File: src/rtl/fp48_pkg.sv
package fp48_pkg;

    parameter int EXP_W  = 11;
    parameter int FRAC_W = 36;
    parameter int WORD_W = 1 + EXP_W + FRAC_W;
    parameter int LZ_W   = $clog2(FRAC_W + 1);

    localparam logic [EXP_W-1:0] EXP_MAX = {EXP_W{1'b1}};

    typedef struct packed {
        logic              sign;
        logic [EXP_W-1:0]  expo;
        logic [FRAC_W-1:0] frac;
    } fp48_t;

    // Number of zero bits above the highest set bit; FRAC_W for zero.
    function automatic logic [LZ_W-1:0] lead_zeros(input logic [FRAC_W-1:0] v);
        logic [LZ_W-1:0] n;
        n = LZ_W'(FRAC_W);
        for (int i = 0; i < FRAC_W; i++) begin
            if (v[i]) n = LZ_W'(FRAC_W - 1 - i);
        end
        return n;
    endfunction

endpackage

File: src/rtl/fp48_align.sv
module fp48_align
    import fp48_pkg::*;
(
    input  fp48_t              opa,
    input  fp48_t              opb,
    input  logic               sub,
    output logic [EXP_W-1:0]   big_exp,
    output logic [FRAC_W-1:0]  big_mag,
    output logic [FRAC_W-1:0]  small_mag,
    output logic               big_sgn,
    output logic               small_sgn
);
    localparam logic [EXP_W-1:0] SHIFT_LIM = EXP_W'(FRAC_W);

    logic              b_sgn;
    logic              a_zero, b_zero;
    logic [EXP_W-1:0]  ea, eb, diff;
    logic              swap;
    logic [FRAC_W-1:0] small_raw;

    always_comb begin
        b_sgn  = opb.sign ^ sub;
        a_zero = (opa.frac == '0);
        b_zero = (opb.frac == '0);
        // a zero operand takes the other's exponent so it never drives alignment
        ea     = a_zero ? opb.expo : opa.expo;
        eb     = b_zero ? opa.expo : opb.expo;
        swap   = (eb > ea);

        if (swap) begin
            big_exp   = eb;
            big_mag   = opb.frac;
            big_sgn   = b_sgn;
            small_raw = opa.frac;
            small_sgn = opa.sign;
            diff      = eb - ea;
        end else begin
            big_exp   = ea;
            big_mag   = opa.frac;
            big_sgn   = opa.sign;
            small_raw = opb.frac;
            small_sgn = b_sgn;
            diff      = ea - eb;
        end

        small_mag = (diff >= SHIFT_LIM) ? '0 : (small_raw >> diff);
    end

endmodule

File: src/rtl/fp48_norm.sv
module fp48_norm
    import fp48_pkg::*;
(
    input  logic [EXP_W-1:0]   big_exp,
    input  logic [FRAC_W-1:0]  big_mag,
    input  logic [FRAC_W-1:0]  small_mag,
    input  logic               big_sgn,
    input  logic               small_sgn,
    output fp48_t              res
);
    logic [FRAC_W:0]   sum;
    logic              sgn;
    logic [LZ_W-1:0]   lz;

    always_comb begin
        if (big_sgn == small_sgn) begin
            sum = {1'b0, big_mag} + {1'b0, small_mag};
            sgn = big_sgn;
        end else if (big_mag >= small_mag) begin
            sum = {1'b0, big_mag - small_mag};
            sgn = big_sgn;
        end else begin
            sum = {1'b0, small_mag - big_mag};
            sgn = small_sgn;
        end

        lz  = lead_zeros(sum[FRAC_W-1:0]);
        res = '0;

        if (sum == '0) begin
            res = '0;
        end else if (sum[FRAC_W]) begin
            res.sign = sgn;
            res.frac = sum[FRAC_W:1];
            res.expo = (big_exp == EXP_MAX) ? EXP_MAX : big_exp + 1'b1;
        end else if ({{(EXP_W-LZ_W+1){1'b0}}, lz} > {1'b0, big_exp}) begin
            res = '0;
        end else begin
            res.sign = sgn;
            res.frac = sum[FRAC_W-1:0] << lz;
            res.expo = big_exp - EXP_W'(lz);
        end
    end

endmodule

File: src/rtl/fp48_addsub.sv
module fp48_addsub
    import fp48_pkg::*;
(
    input  logic              clk,
    input  logic              rst,
    input  logic              in_valid,
    output logic              in_ready,
    input  logic [WORD_W-1:0] op_a,
    input  logic [WORD_W-1:0] op_b,
    input  logic              op_sub,
    output logic              out_valid,
    input  logic              out_ready,
    output logic [WORD_W-1:0] out_res
);
    fp48_t             a_s, b_s, sum_s, res_q;
    logic [EXP_W-1:0]  big_exp;
    logic [FRAC_W-1:0] big_mag, small_mag;
    logic              big_sgn, small_sgn;
    logic              vld_q, accept;

    assign a_s = fp48_t'(op_a);
    assign b_s = fp48_t'(op_b);

    fp48_align u_align (
        .opa       (a_s),
        .opb       (b_s),
        .sub       (op_sub),
        .big_exp   (big_exp),
        .big_mag   (big_mag),
        .small_mag (small_mag),
        .big_sgn   (big_sgn),
        .small_sgn (small_sgn)
    );

    fp48_norm u_norm (
        .big_exp   (big_exp),
        .big_mag   (big_mag),
        .small_mag (small_mag),
        .big_sgn   (big_sgn),
        .small_sgn (small_sgn),
        .res       (sum_s)
    );

    assign in_ready  = !vld_q || out_ready;
    assign accept    = in_valid && in_ready;
    assign out_valid = vld_q;
    assign out_res   = res_q;

    always_ff @(posedge clk) begin
        if (rst) begin
            vld_q <= 1'b0;
            res_q <= '0;
        end else begin
            if (accept) begin
                res_q <= sum_s;
                vld_q <= 1'b1;
            end else if (out_ready) begin
                vld_q <= 1'b0;
            end
        end
    end


    norm_msb_chk: assert property (@(posedge clk) disable iff (rst)
        (out_valid && out_res[FRAC_W-1:0] != '0) |-> out_res[FRAC_W-1]);


    zero_clear_chk: assert property (@(posedge clk) disable iff (rst)
        (out_valid && out_res[FRAC_W-1:0] == '0) |-> (out_res == '0));


    accept_shows_chk: assert property (@(posedge clk) disable iff (rst)
        (in_valid && in_ready) |=> out_valid);


    hold_result_chk: assert property (@(posedge clk) disable iff (rst)
        (out_valid && !out_ready) |=> (out_valid && $stable(out_res)));


    reset_clear_chk: assert property (@(posedge clk)
        rst |=> !out_valid);

endmodule

File: config.mk
export PLATFORM = sky130hd
export DESIGN_NAME = fp48_addsub
export DESIGN_NICKNAME = d
export VERILOG_FILES = /design/src/rtl/fp48_pkg.sv /design/src/rtl/fp48_align.sv /design/src/rtl/fp48_norm.sv /design/src/rtl/fp48_addsub.sv
export SDC_FILE = /design/constraint.sdc
export NUM_CORES = 1
export LEC_CHECK = 0
export ABC_AREA = 1
export CORE_MARGIN = 8
export CORE_UTILIZATION = 55
export DETAILED_ROUTE_END_ITERATION = 7
export GPL_TIMING_DRIVEN = 0
export HOLD_SLACK_MARGIN = 0.03
export PLACE_DENSITY = 0.85
export SLEW_MARGIN = 20
export SYNTH_ARGS = -nofsm -noshare
export SYNTH_HDL_FRONTEND = slang
export SYNTH_SLANG_ARGS = --single-unit
File: constraint.sdc
create_clock -name clk -period 12.3 [get_ports clk]
set_input_delay 2.46 -clock clk [delete_from_list [all_inputs] [get_ports clk]]
set_output_delay 2.46 -clock clk [all_outputs]
set_load 0.005 [all_outputs]
==> metrics list, run 1 <==
* Largest family of logic cells by synthesized area: simple AND/OR/NAND/NOR gates
* Fraction of the mapped netlist area in compound gates: 27.0%
- Buffers inserted during clock tree synthesis total 5.
* Post-synthesis cell type count: 65
- Sequential cell area fraction in the yosys report: 6.33%
- At the end of routability-driven placement, the weighted congestion stood at 1.17.
* Share of the synthesized netlist area taken by xor and xnor gates: 3.83%
- For this design the top-level I/O count stands at 151.
- Maximum count of clock buffers along a single path: 2
- Mean cell area of the mapped netlist: 5.43 sq um
- Number of standard cells after synthesis: 2854
- Pin category terminating the worst setup path after the last repair: register input
- Entering global routing, the biggest net connects 17 pins.
- Yosys instantiated no cell more often than sky130_fd_sc_hd__nand2_1.
- During synthesis, Yosys emitted a total of 0 warnings.
- The global-route repair_timing pass left the worst setup endpoint at out_res[5]$_SDFFE_PP0P_/D.
* Depth of the CTS H-tree: 2
- Basic-gate share of the synthesized area counting and, or, nand and nor cells: 35.4%
- Clock tree synthesis found a total of 49 sinks.
- Leading post-synthesis cells by instance count: sky130_fd_sc_hd__nand2_1 (778), sky130_fd_sc_hd__inv_1 (375), sky130_fd_sc_hd__a21oi_1 (269)
- Stop stage: 5_1_grt
* Post-synth EDFFs: 0
- Async SR Flop Fraction: 0%
- When the netlist entered floorplanning its net count stood at 3096.
- The cell area that synthesis handed to floorplanning was 15500 sq um.
- The run stopped with a tool error.
- In this run the core area contains 61 standard-cell rows.
* Top cells by area in the synthesized netlist: sky130_fd_sc_hd__nand2_1 (19%), sky130_fd_sc_hd__ha_1 (11%), sky130_fd_sc_hd__inv_1 (9.1%)
- Arithmetic-cell share of the synthesized area counting full adders, half adders and majority gates: 11.7%
- Height of the chip: 184 um
- Input and output buffers added on the ports amount to 149.
- Proportion of netlist area held by the largest area contributor: 18.8%
- Once the floorplan was initialized, standard cells occupied 55.8% of the core.
- Die width: 184 um
- In this run the cell area measured after placement is 17500 sq um.
- Detailed-placement wirelength estimate: 59.0 mm
* Number of antenna violations at the first check in global routing: 13
- The tree is rooted in a sky130_fd_sc_hd__clkbuf_16.
* Cell taking the most area after synthesis: sky130_fd_sc_hd__nand2_1
- The most used flip-flop cell after synthesis is sky130_fd_sc_hd__dfxtp_1.
- The first error in the log reads "[ERROR GRT-0183] Net _0061_: the 3D maze router ran out of legal paths (heap underflow) - the net is boxed in by local congestion or blockages".
- Post-synthesis register bit count: 49
- Multiplexer cells account for 1.29% of the synthesized area.
metrics by stage:
| stage | worst slack, ns | setup TNS (ns) | instances |
|---|---|---|---|
| CTS | -0.907 | -39.85 | 3556 |
| detailed placement | -4.65 | -209.31 | 3381 |
| global placement | -4.69 | -207.94 | 3381 |
| floorplan | 0.000308 | 0 | 2854 |
what timing repair did:
action / 4_1_cts
gates resized for setup: 523
hold buffers: 0
setup buffers: 162
setup endpoints to repair: 48
cloned: 5
pin swaps: 167
cell families after synthesis:
family | after synthesis
and+or+nand+nor | 1292
AOI/OAI and AO/OA | 741
buffers and inverters | 548
adders and majority gates | 141
xor gates and xnor gates | 63
DFF | 49
muxes | 20
==> run 2: changes to the inputs <==
--- a/config.mk
+++ b/config.mk
@@ -7,11 +7,10 @@
 export LEC_CHECK = 0
 export ABC_AREA = 1
 export CORE_MARGIN = 8
-export CORE_UTILIZATION = 55
+export CORE_UTILIZATION = 40
 export DETAILED_ROUTE_END_ITERATION = 7
 export GPL_TIMING_DRIVEN = 0
-export HOLD_SLACK_MARGIN = 0.03
-export PLACE_DENSITY = 0.85
+export PLACE_DENSITY_LB_ADDON = 0.15
 export SLEW_MARGIN = 20
 export SYNTH_ARGS = -nofsm -noshare
 export SYNTH_HDL_FRONTEND = slang
==> constraint.sdc (replaced) <==
create_clock -name clk -period 16 [get_ports clk]
set_input_delay 3.2 -clock clk [delete_from_list [all_inputs] [get_ports clk]]
set_output_delay 3.2 -clock clk [all_outputs]
set_load 0.005 [all_outputs]
==> run 2 against run 1 <==
Net effect:
- the flow now finishes without violations
- area after synthesis did not move
- synthesized cell count did not move
==> metrics list, run 2 <==
* Result of the run: finished, final reports clean (was aborted with a tool error)
- For the worst setup path, the data arrival time is 15.50 ns.
* Most numerous cell in the Yosys netlist: sky130_fd_sc_hd__nand2_1 (unchanged)
- Fin. Hold Viols: 0
* Cell taking the most area after synthesis: sky130_fd_sc_hd__nand2_1 (unchanged)
- Mean cell area of the mapped netlist: 5.43 sq um (unchanged)
- Die outline area: 45300 sq um
- In the final design database the tool counted 3284 nets.
- Sequential cell area fraction in the yosys report: 6.33% (unchanged)
- Post-synthesis register bit count: 49 (unchanged)
- Proportion of netlist area held by the largest area contributor: 18.8% (unchanged)
- The number of input and output port buffers inserted was 149 (unchanged).
- The tightest min-delay check is of the flip-flop to flip-flop type.
- Clk sink count: 49 (unchanged)
- Once detail routing completed, the nets flagged for antenna violations numbered 0.
- Final routed DRC violation total: 0
- Final setup violation count: 0
- The number of buffers on the longest clock path was 2 (unchanged).
* Number of slew-limit violations in the final report: 0
* Clock input transition at the sequential cells of the worst setup and hold paths: 0.07 ns
- Summed over all cells, the static leakage comes to 8.91 nW.
- Setup CP Type: input port to flip-flop
- Dividing the detail-routed wire length by the instance count gives 20.9 um.
- The later pin in the worst-skew pair is clocked with a latency of 0.29 ns.
* Top cells by area in the synthesized netlist: sky130_fd_sc_hd__nand2_1 (19%), sky130_fd_sc_hd__ha_1 (11%), sky130_fd_sc_hd__inv_1 (9.1%) (unchanged)
* Effective utilization at floorplan: 40.3% (was 55.8%)
* Slowest cell on the critical path: sky130_fd_sc_hd__clkdlybuf4s50_1
- Setup repair after global routing could not meet its margin everywhere.
* Placer Congestion: 1.00 (was 1.17)
* Max-cap viol count: 0
* Height of the chip: 213 um (was 184 um)
- The final route contains 20319 vias.
* Clock skew after layout: 0.00252 ns
- IR analysis of the VDD net gives a maximum drop of 0.0000500 V.
- The register with the most flip-flops in the layout has 48 of them.
* Detailed-placement wirelength estimate: 63.5 mm (was 59.0 mm)
* Fraction of layout cells with a size suffix above 1: 11.1%
- Setup slack closes at 0.651 ns.
- Hold Path Depth: 2
- Yosys warnings: 0 (unchanged)
* Area Overhead vs Synth: 21.3%
- Core outline area: 38500 sq um
* Ratio of total power to cell area: 101 nW/um^2
- The H-tree depth is 2 (unchanged).
- Leaving out fill and tap cells, the most frequent cell in the layout is sky130_fd_sc_hd__nand2_1.
* Total length of routed wires: 74.5 mm
* Async SR Flop Fraction: 0% (unchanged)
- The worst-case setup slack after placement came to -2.93 ns (was -4.65 ns).
- Most used cells in the layout excluding fill and tap cells: sky130_fd_sc_hd__nand2_1 (771), sky130_fd_sc_hd__inv_1 (375), sky130_fd_sc_hd__a21oi_1 (262)
* Worst Reg-to-Reg Cells: 8
- In this run the critical register-to-register path is launched from out_valid$_SDFFE_PP0P_.
- The cell row count is 72 (was 61).
- The post-synthesis instance area is 15500 sq um (unchanged).
- Source of the worst hold timing path: out_res[19]$_SDFFE_PP0P_
- Final hold slack: 0.464 ns
- Timing would allow up to 65.1 MHz.
* Post-synthesis cell type count: 65 (unchanged)
* Number of standard cells after synthesis: 2854 (unchanged)
- The repair_antennas step left the layout with diodes totalling 0.
- The critical path starts at op_b[29].
- The dominant register cell in the synthesized netlist is sky130_fd_sc_hd__dfxtp_1 (unchanged).
- The setup check on the worst reg-to-reg path leaves a slack of 13.76 ns.
- Worst Setup Start Kind: input port
- Summed over all failing endpoints, the final setup total negative slack is 0 ns.
- On the worst path, the slowest cell contributes a delay of 0.49 ns.
- In this run the worst path has a maximum fanout of 11.
- Die width: 213 um (was 184 um)
- Entering global routing, the biggest net connects 16 pins.
- Leading post-synthesis cells by instance count: sky130_fd_sc_hd__nand2_1 (778), sky130_fd_sc_hd__inv_1 (375), sky130_fd_sc_hd__a21oi_1 (269) (unchanged)
- Violation count after the first detailed-routing iteration: 1964
- At the worst endpoint, the required time is 16.15 ns.
- Post-Syn Nets: 3096 (unchanged)
* Post-synth EDFFs: 0 (unchanged)
- The initial antenna violation count came to 1.
* Via count of the first global-routing pass: 19016
* Via-per-instance ratio: 5.71
- By instance count, the cell type seen most on the critical path is sky130_fd_sc_hd__inv_1.
- In this run the tightest slew margin relative to its limit is 22.8%.
- The first detailed-routing pass took 6 iterations.
- Post-route minimum period: 15.35 ns
- Total grt overflow: 0
* Slew at the pin closest to its max-slew limit: 1.15 ns
- Clock buffer count from CTS: 5 (unchanged)
* Portion of the clock cycle consumed by the worst path in the final layout: 95.9%
- The worst setup path is captured at a flip-flop.
* Clock tree from TritonCTS: built
* Combined global-route utilization of all metal layers: 31.4%
- Root buf cell: sky130_fd_sc_hd__clkbuf_16 (unchanged)
- The count of pins on the block boundary is 151 (unchanged).
- The first global-routing pass estimated 111 mm of wire.
run 2: cell counts after synthesis:
Identical to the previous run, type by type.
run 2: cell families after synthesis:
family | share of synthesized area (%)
DFF | 6.33
xor gates and xnor gates | 3.83
and+or+nand+nor | 35.4
buffers and inverters | 14.5
AOI/OAI and AO/OA | 27.0
muxes | 1.29
adders and majority gates | 11.7
run 2: worst max-delay path: cells and delay by family:
| family | cells | cell delay (ns) |
|---|---|---|
| AND/OR/NAND/NOR | 25 | 4.12 |
| buffers and inverters | 18 | 3.46 |
| AO/OA/AOI/OAI | 19 | 3.07 |
| XOR/XNOR | 2 | 0.68 |
| adder cells (fa/ha/maj) | 3 | 0.95 |
run 2: worst paths after layout:
| check | end |
|---|---|
| worst max register to register | out_res[35]$_SDFFE_PP0P_ |
| worst max-delay path | out_res[35]$_SDFFE_PP0P_ |
| worst min-delay path | out_res[19]$_SDFFE_PP0P_ |
| worst min register to register | out_res[19]$_SDFFE_PP0P_ |
run 2: area by class of cell:
| type | instances | area, sq um |
|---|---|---|
| fill | 4312 | 19700 |
| multi-input combinational | 2257 | 12900 |
| timing repair buffer | 182 | 1750 |
| inverter | 413 | 1550 |
| sequential | 49 | 981 |
| buffer | 134 | 768 |
| tap | 518 | 648 |
| clock buffer | 6 | 139 |
| clock inverter | 2 | 37.5 |
run 2: metrics by stage:
| stage | instance area, sq um | util (%) | power [mW] | std cells |
|---|---|---|---|---|
| 2_1_floorplan | 15500 | - | 1.14 | 2854 |
| 3_3_place_gp | 17600 | 45.9 | 1.65 | 3521 |
| 3_5_place_dp | 17600 | 45.9 | 1.65 | 3522 |
| 4_1_cts | 18200 | 47.2 | 1.80 | 3538 |
| 5_1_grt | 18800 | 48.9 | 2.03 | 3561 |
| 6_report | 18800 | 48.9 | 1.89 | 3561 |
run 2: repair_timing:
action | CTS | global route
buffers inserted | 9 | 23
endpoints found under the setup margin | 48 | 48
gates resized for setup | 73 | 130
pin swaps | 10 | 36
hold buffers | 0 | 0
endpoints found under the hold margin | 0 | 0
run 2: metal layers:
layer / part of all wire [%] / track usage, %
met5: 0.017 / 0
met4: 4.1 / 10.7
met3: 7.8 / 5.09
met2: 44 / 51.0
met1: 44 / 41.7
run 2: power breakdown:
| part | leakage [nW] | total, mW | internal, mW | switching (mW) |
|---|---|---|---|---|
| logic | 8.42 | 1.60 | 0.520 | 1.08 |
| registers | 0.403 | 0.168 | 0.152 | 0.0160 |
| clock network | 0.0831 | 0.125 | 0.0780 | 0.0467 |
(Power assumes the default switching activity.)
==> run 3: changes to the inputs <==
--- a/config.mk
+++ b/config.mk
@@ -6,6 +6,8 @@
 export NUM_CORES = 1
 export LEC_CHECK = 0
 export ABC_AREA = 1
+export CELL_PAD_IN_SITES_DETAIL_PLACEMENT = 1
+export CELL_PAD_IN_SITES_GLOBAL_PLACEMENT = 1
 export CORE_MARGIN = 8
 export CORE_UTILIZATION = 40
 export DETAILED_ROUTE_END_ITERATION = 7
==> run 3 against run 2 <==
Net effect:
- global-route usage up 2.5 points
- sequential cell count is the same
- hold slack better by 0.0016 ns
- routed wire length is 9.9% higher
- fmax is 2.1% lower
- count of clock-buffer cells in the layout is the same
- sequential power about the same
- first-iteration DRC count is 0.92% lower
- die area stayed put
- register-to-register slack got worse by 0.14 ns
- final area is 1.5% higher
- sequential share of layout area shrank 0.077 points
- critical path type unchanged
- largest cell class unchanged
==> metrics list, run 3 (synthesis results as in run 2) <==
- Result of the run: finished, final reports clean (unchanged)
- The post-synthesis to final-layout area growth came to 23.1% (was 21.3%).
- The upper clock frequency limit came to 63.8 MHz (was 65.1 MHz).
- Crit path largest cell delay: 0.50 ns (was 0.49 ns)
- The routed wire length per instance came to 22.9 um (was 20.9 um).
- The slew at the pin closest to its max-slew limit was 1.09 ns (was 1.15 ns).
- The data arrival at the endpoint of the critical path is 15.90 ns (was 15.50 ns).
- The initial standard-cell utilization of the core was 40.3% (unchanged).
- Final routed DRC violation total: 0 (unchanged)
* Via count of the first global-routing pass: 20835 (was 19016)
- The count of pins on the block boundary is 151 (unchanged).
- Routing usage on met1: 44.6% (was 41.7%)
* Clock skew after layout: 0.00822 ns (was 0.00252 ns)
- Clock input transition at the sequential cells of the worst setup and hold paths: 0.07 ns (about the same)
- Internal power contribution: 740 uW (was 750 uW)
* Placer Congestion: 0.989 (was 1.00)
- The H-tree depth was 2 (unchanged).
- The areal power density over the cells is 102 nW/um^2 (was 101 nW/um^2).
- Die outline area: 45300 sq um (unchanged)
* Number of routed nets with antenna violations: 0 (unchanged)
* Class of the tightest hold or removal check: flip-flop to flip-flop (unchanged)
* Req. time, crit path: 16.23 ns (was 16.15 ns)
* First-pass GRT wire length: 121 mm (was 111 mm)
- The number of DRC violations after detailed-routing iteration 0 was 1946 (was 1964).
- The kind of capture point of the worst setup path is a flip-flop (unchanged).
- Number of flip-flops under the largest register name: 48 (unchanged)
* Total length of routed wires: 81.8 mm (was 74.5 mm)
- Launch point of the worst path: op_a[16] (was op_b[29])
- The total overflow reported by the global router came to 0 (unchanged).
- Detailed-placement wirelength estimate: 67.7 mm (was 63.5 mm)
- The number of buffer and inverter instances along the worst setup path is 19 (was 18).
- Die width: 213 um (unchanged)
* Clk sink count: 49 (unchanged)
- Net switching power figure: 1.20 mW (was 1.14 mW)
* Number of standard-cell rows in the floorplan: 72 (unchanged)
- Max-cap viol count: 0 (unchanged)
- Most frequent CP cell: sky130_fd_sc_hd__nand2_1 (was sky130_fd_sc_hd__inv_1)
- The number of input and output port buffers inserted was 149 (unchanged).
- The part of the total power dissipated in the clock network is 5.5% (was 6.6%).
* Clock buffer count from CTS: 5 (unchanged)
* Number of placed instances, taps included: 3521 (was 3522)
* Reg-to-reg critical path endpoint: out_res[11]$_SDFFE_PP0P_ (was out_res[35]$_SDFFE_PP0P_)
* Total via count after detailed routing: 21001 (was 20319)
- First-pass DRT Iterations: 6 (unchanged)
* Fraction of layout cells with a size suffix above 1: 12.3% (was 11.1%)
- Post-layout net count: 3290 (was 3284)
- The pin count of the biggest net entering global routing is 16 (unchanged).
- The global routing usage on met2 was 56.9% (was 51.0%).
- GR Util met3: 3.42% (was 5.09%)
- Number of slew-limit violations in the final report: 0 (unchanged)
- CP delay by family, top: simple AND/OR/NAND/NOR gates (unchanged)
* Fraction of power spent switching nets: 61.9% (was 60.3%)
- Height of the chip: 213 um (unchanged)
- The relative contribution of combinational cells to total power came to 85.8% (was 84.5%).
* Startpoint of the worst register-to-register path: out_valid$_SDFFE_PP0P_ (unchanged)
- Slowest cell on the critical path: sky130_fd_sc_hd__clkdlybuf4s50_1 (unchanged)
- Worst Setup Start Kind: input port (unchanged)
- Combined global-route utilization of all metal layers: 33.9% (was 31.4%)
- The critical-path maximum fanout is 10 (was 11).
- Clock tree from TritonCTS: built (unchanged)
- The finished layout cell area was 19100 sq um (was 18800 sq um).
- The core box area is 38500 sq um (unchanged).
- Number of antenna violations at the first check in global routing: 1 (unchanged)
* Clk_lat worst skew: 0.30 ns (was 0.29 ns)
- The final critical-path required period is 15.67 ns (was 15.35 ns).
- The reported leakage power is 9.14 nW (was 8.91 nW).
- Final hold slack: 0.465 ns (was 0.464 ns)
- Fin. Hold Viols: 0 (unchanged)
- Via-per-instance ratio: 5.89 (was 5.71)
* Final cell count without fillers: 3568 (was 3561)
- The path depth of the worst reg2reg path came to 8 (unchanged).
* Post-Route Setup TNS: 0 ns (unchanged)
- The most heavily used metal layer in global routing is met2 (unchanged).
- The number of buffers on the longest clock path is 2 (unchanged).
* Most used cells in the layout excluding fill and tap cells: sky130_fd_sc_hd__nand2_1 (769), sky130_fd_sc_hd__inv_1 (372), sky130_fd_sc_hd__a21oi_1 (259) (was sky130_fd_sc_hd__nand2_1 (771), sky130_fd_sc_hd__inv_1 (375), sky130_fd_sc_hd__a21oi_1 (262))
- Share of the core filled with cells: 49.6% (was 48.9%)
- The worst vdd rail ir drop came to 0.0000464 V (was 0.0000500 V).
- Critical path depth: 89 (was 67)
- The sequential group share of total power came to 8.7% (was 8.9%).
* CP endpoint: out_res[33]$_SDFFE_PP0P_ (was out_res[35]$_SDFFE_PP0P_)
* Portion of the clock cycle consumed by the worst path in the final layout: 97.9% (was 95.9%)
* Placed instance area: 17600 sq um (about the same)
- The final setup violation count is 0 (unchanged).
* Setup CP Type: input port to flip-flop (unchanged)
- Root buf cell: sky130_fd_sc_hd__clkbuf_16 (unchanged)
- The worst-case headroom to the max-slew limit was 26.9% (was 22.8%).
- Worst setup slack for register-to-register paths: 13.62 ns (was 13.76 ns)
* Commonest non-fill, non-tap cell in the layout: sky130_fd_sc_hd__nand2_1 (unchanged)
## run 3: changes by cell type in the layout (fill, tap and decap cells not counted), moves of 5 or more
cell                              change
sky130_fd_sc_hd__dlymetal6s2s_1      +16
sky130_fd_sc_hd__clkdlybuf4s50_1     -16
sky130_fd_sc_hd__o21ai_2              +7
sky130_fd_sc_hd__o21ai_0              -7
sky130_fd_sc_hd__o22ai_2              +5
sky130_fd_sc_hd__o22ai_1              -5
## run 3: worst min-delay path: stages, from the launching register on
cell and delay (ns):
sky130_fd_sc_hd__dfxtp_1 0.31, sky130_fd_sc_hd__nand2_1 0.06, sky130_fd_sc_hd__a21oi_1 0.05
## run 3: worst min-delay path by stage
stage | slack (ns) | startpoint | cells after the start | end
2_1_floorplan | 0.46 | out_res[0]$_SDFFE_PP0P_ | 2 | out_res[0]$_SDFFE_PP0P_
3_3_place_gp | 0.46 | out_res[47]$_SDFFE_PP0P_ | 2 | out_res[47]$_SDFFE_PP0P_
3_5_place_dp | 0.45 | out_res[39]$_SDFFE_PP0P_ | 2 | out_res[39]$_SDFFE_PP0P_
4_1_cts | 0.47 | out_res[39]$_SDFFE_PP0P_ | 2 | out_res[39]$_SDFFE_PP0P_
5_1_grt | 0.48 | out_res[40]$_SDFFE_PP0P_ | 2 | out_res[40]$_SDFFE_PP0P_
6_report | 0.47 | out_res[40]$_SDFFE_PP0P_ | 2 | out_res[40]$_SDFFE_PP0P_
## run 3: stage by stage
step                setup WS [ns]  power, mW
floorplan                    2.43       1.14
global placement            -3.22       1.65
detailed placement          -3.56       1.69
CTS                       0.00361       1.83
global route               -0.339       2.07
finish                      0.329       1.94
## run 3: cell type report
type / instances / area [sq um]
Fill cell: 5529 / 19400
Antenna cell: 1 / 2.50
Tap cell: 518 / 648
Clock inverter: 2 / 13.8
Sequential cell: 49 / 981
Inverter: 413 / 1560
Multi-Input combinational cell: 2258 / 13100
Clock buffer: 6 / 129
Buffer: 134 / 781
Timing Repair Buffer: 187 / 1850
## run 3: routing by layer
metal	vias to the layer above	wire length, um
met5	-	0
met4	0	3520
met3	182	5210
met2	853	37900
met1	10232	35200
li1	9734	-
## run 3: repair_timing
action / in CTS / in global routing
buffers inserted: 15 / 20
resized for setup: 88 / 186
pin swaps: 20 / 53
cloned: 2 / 2
hold buffers: 0 / 0
setup endpoints to repair: 48 / 48
## run 3: power groups by stage
stage | clock [mW] | sequential [mW] | combinational [mW]
finish | 0.107 | 0.170 | 1.66
global route | 0.113 | 0.172 | 1.78
CTS | 0.108 | 0.170 | 1.55
detailed placement | 0 | 0.172 | 1.51
global placement | 0 | 0.171 | 1.48
floorplan | 0 | 0.171 | 0.972
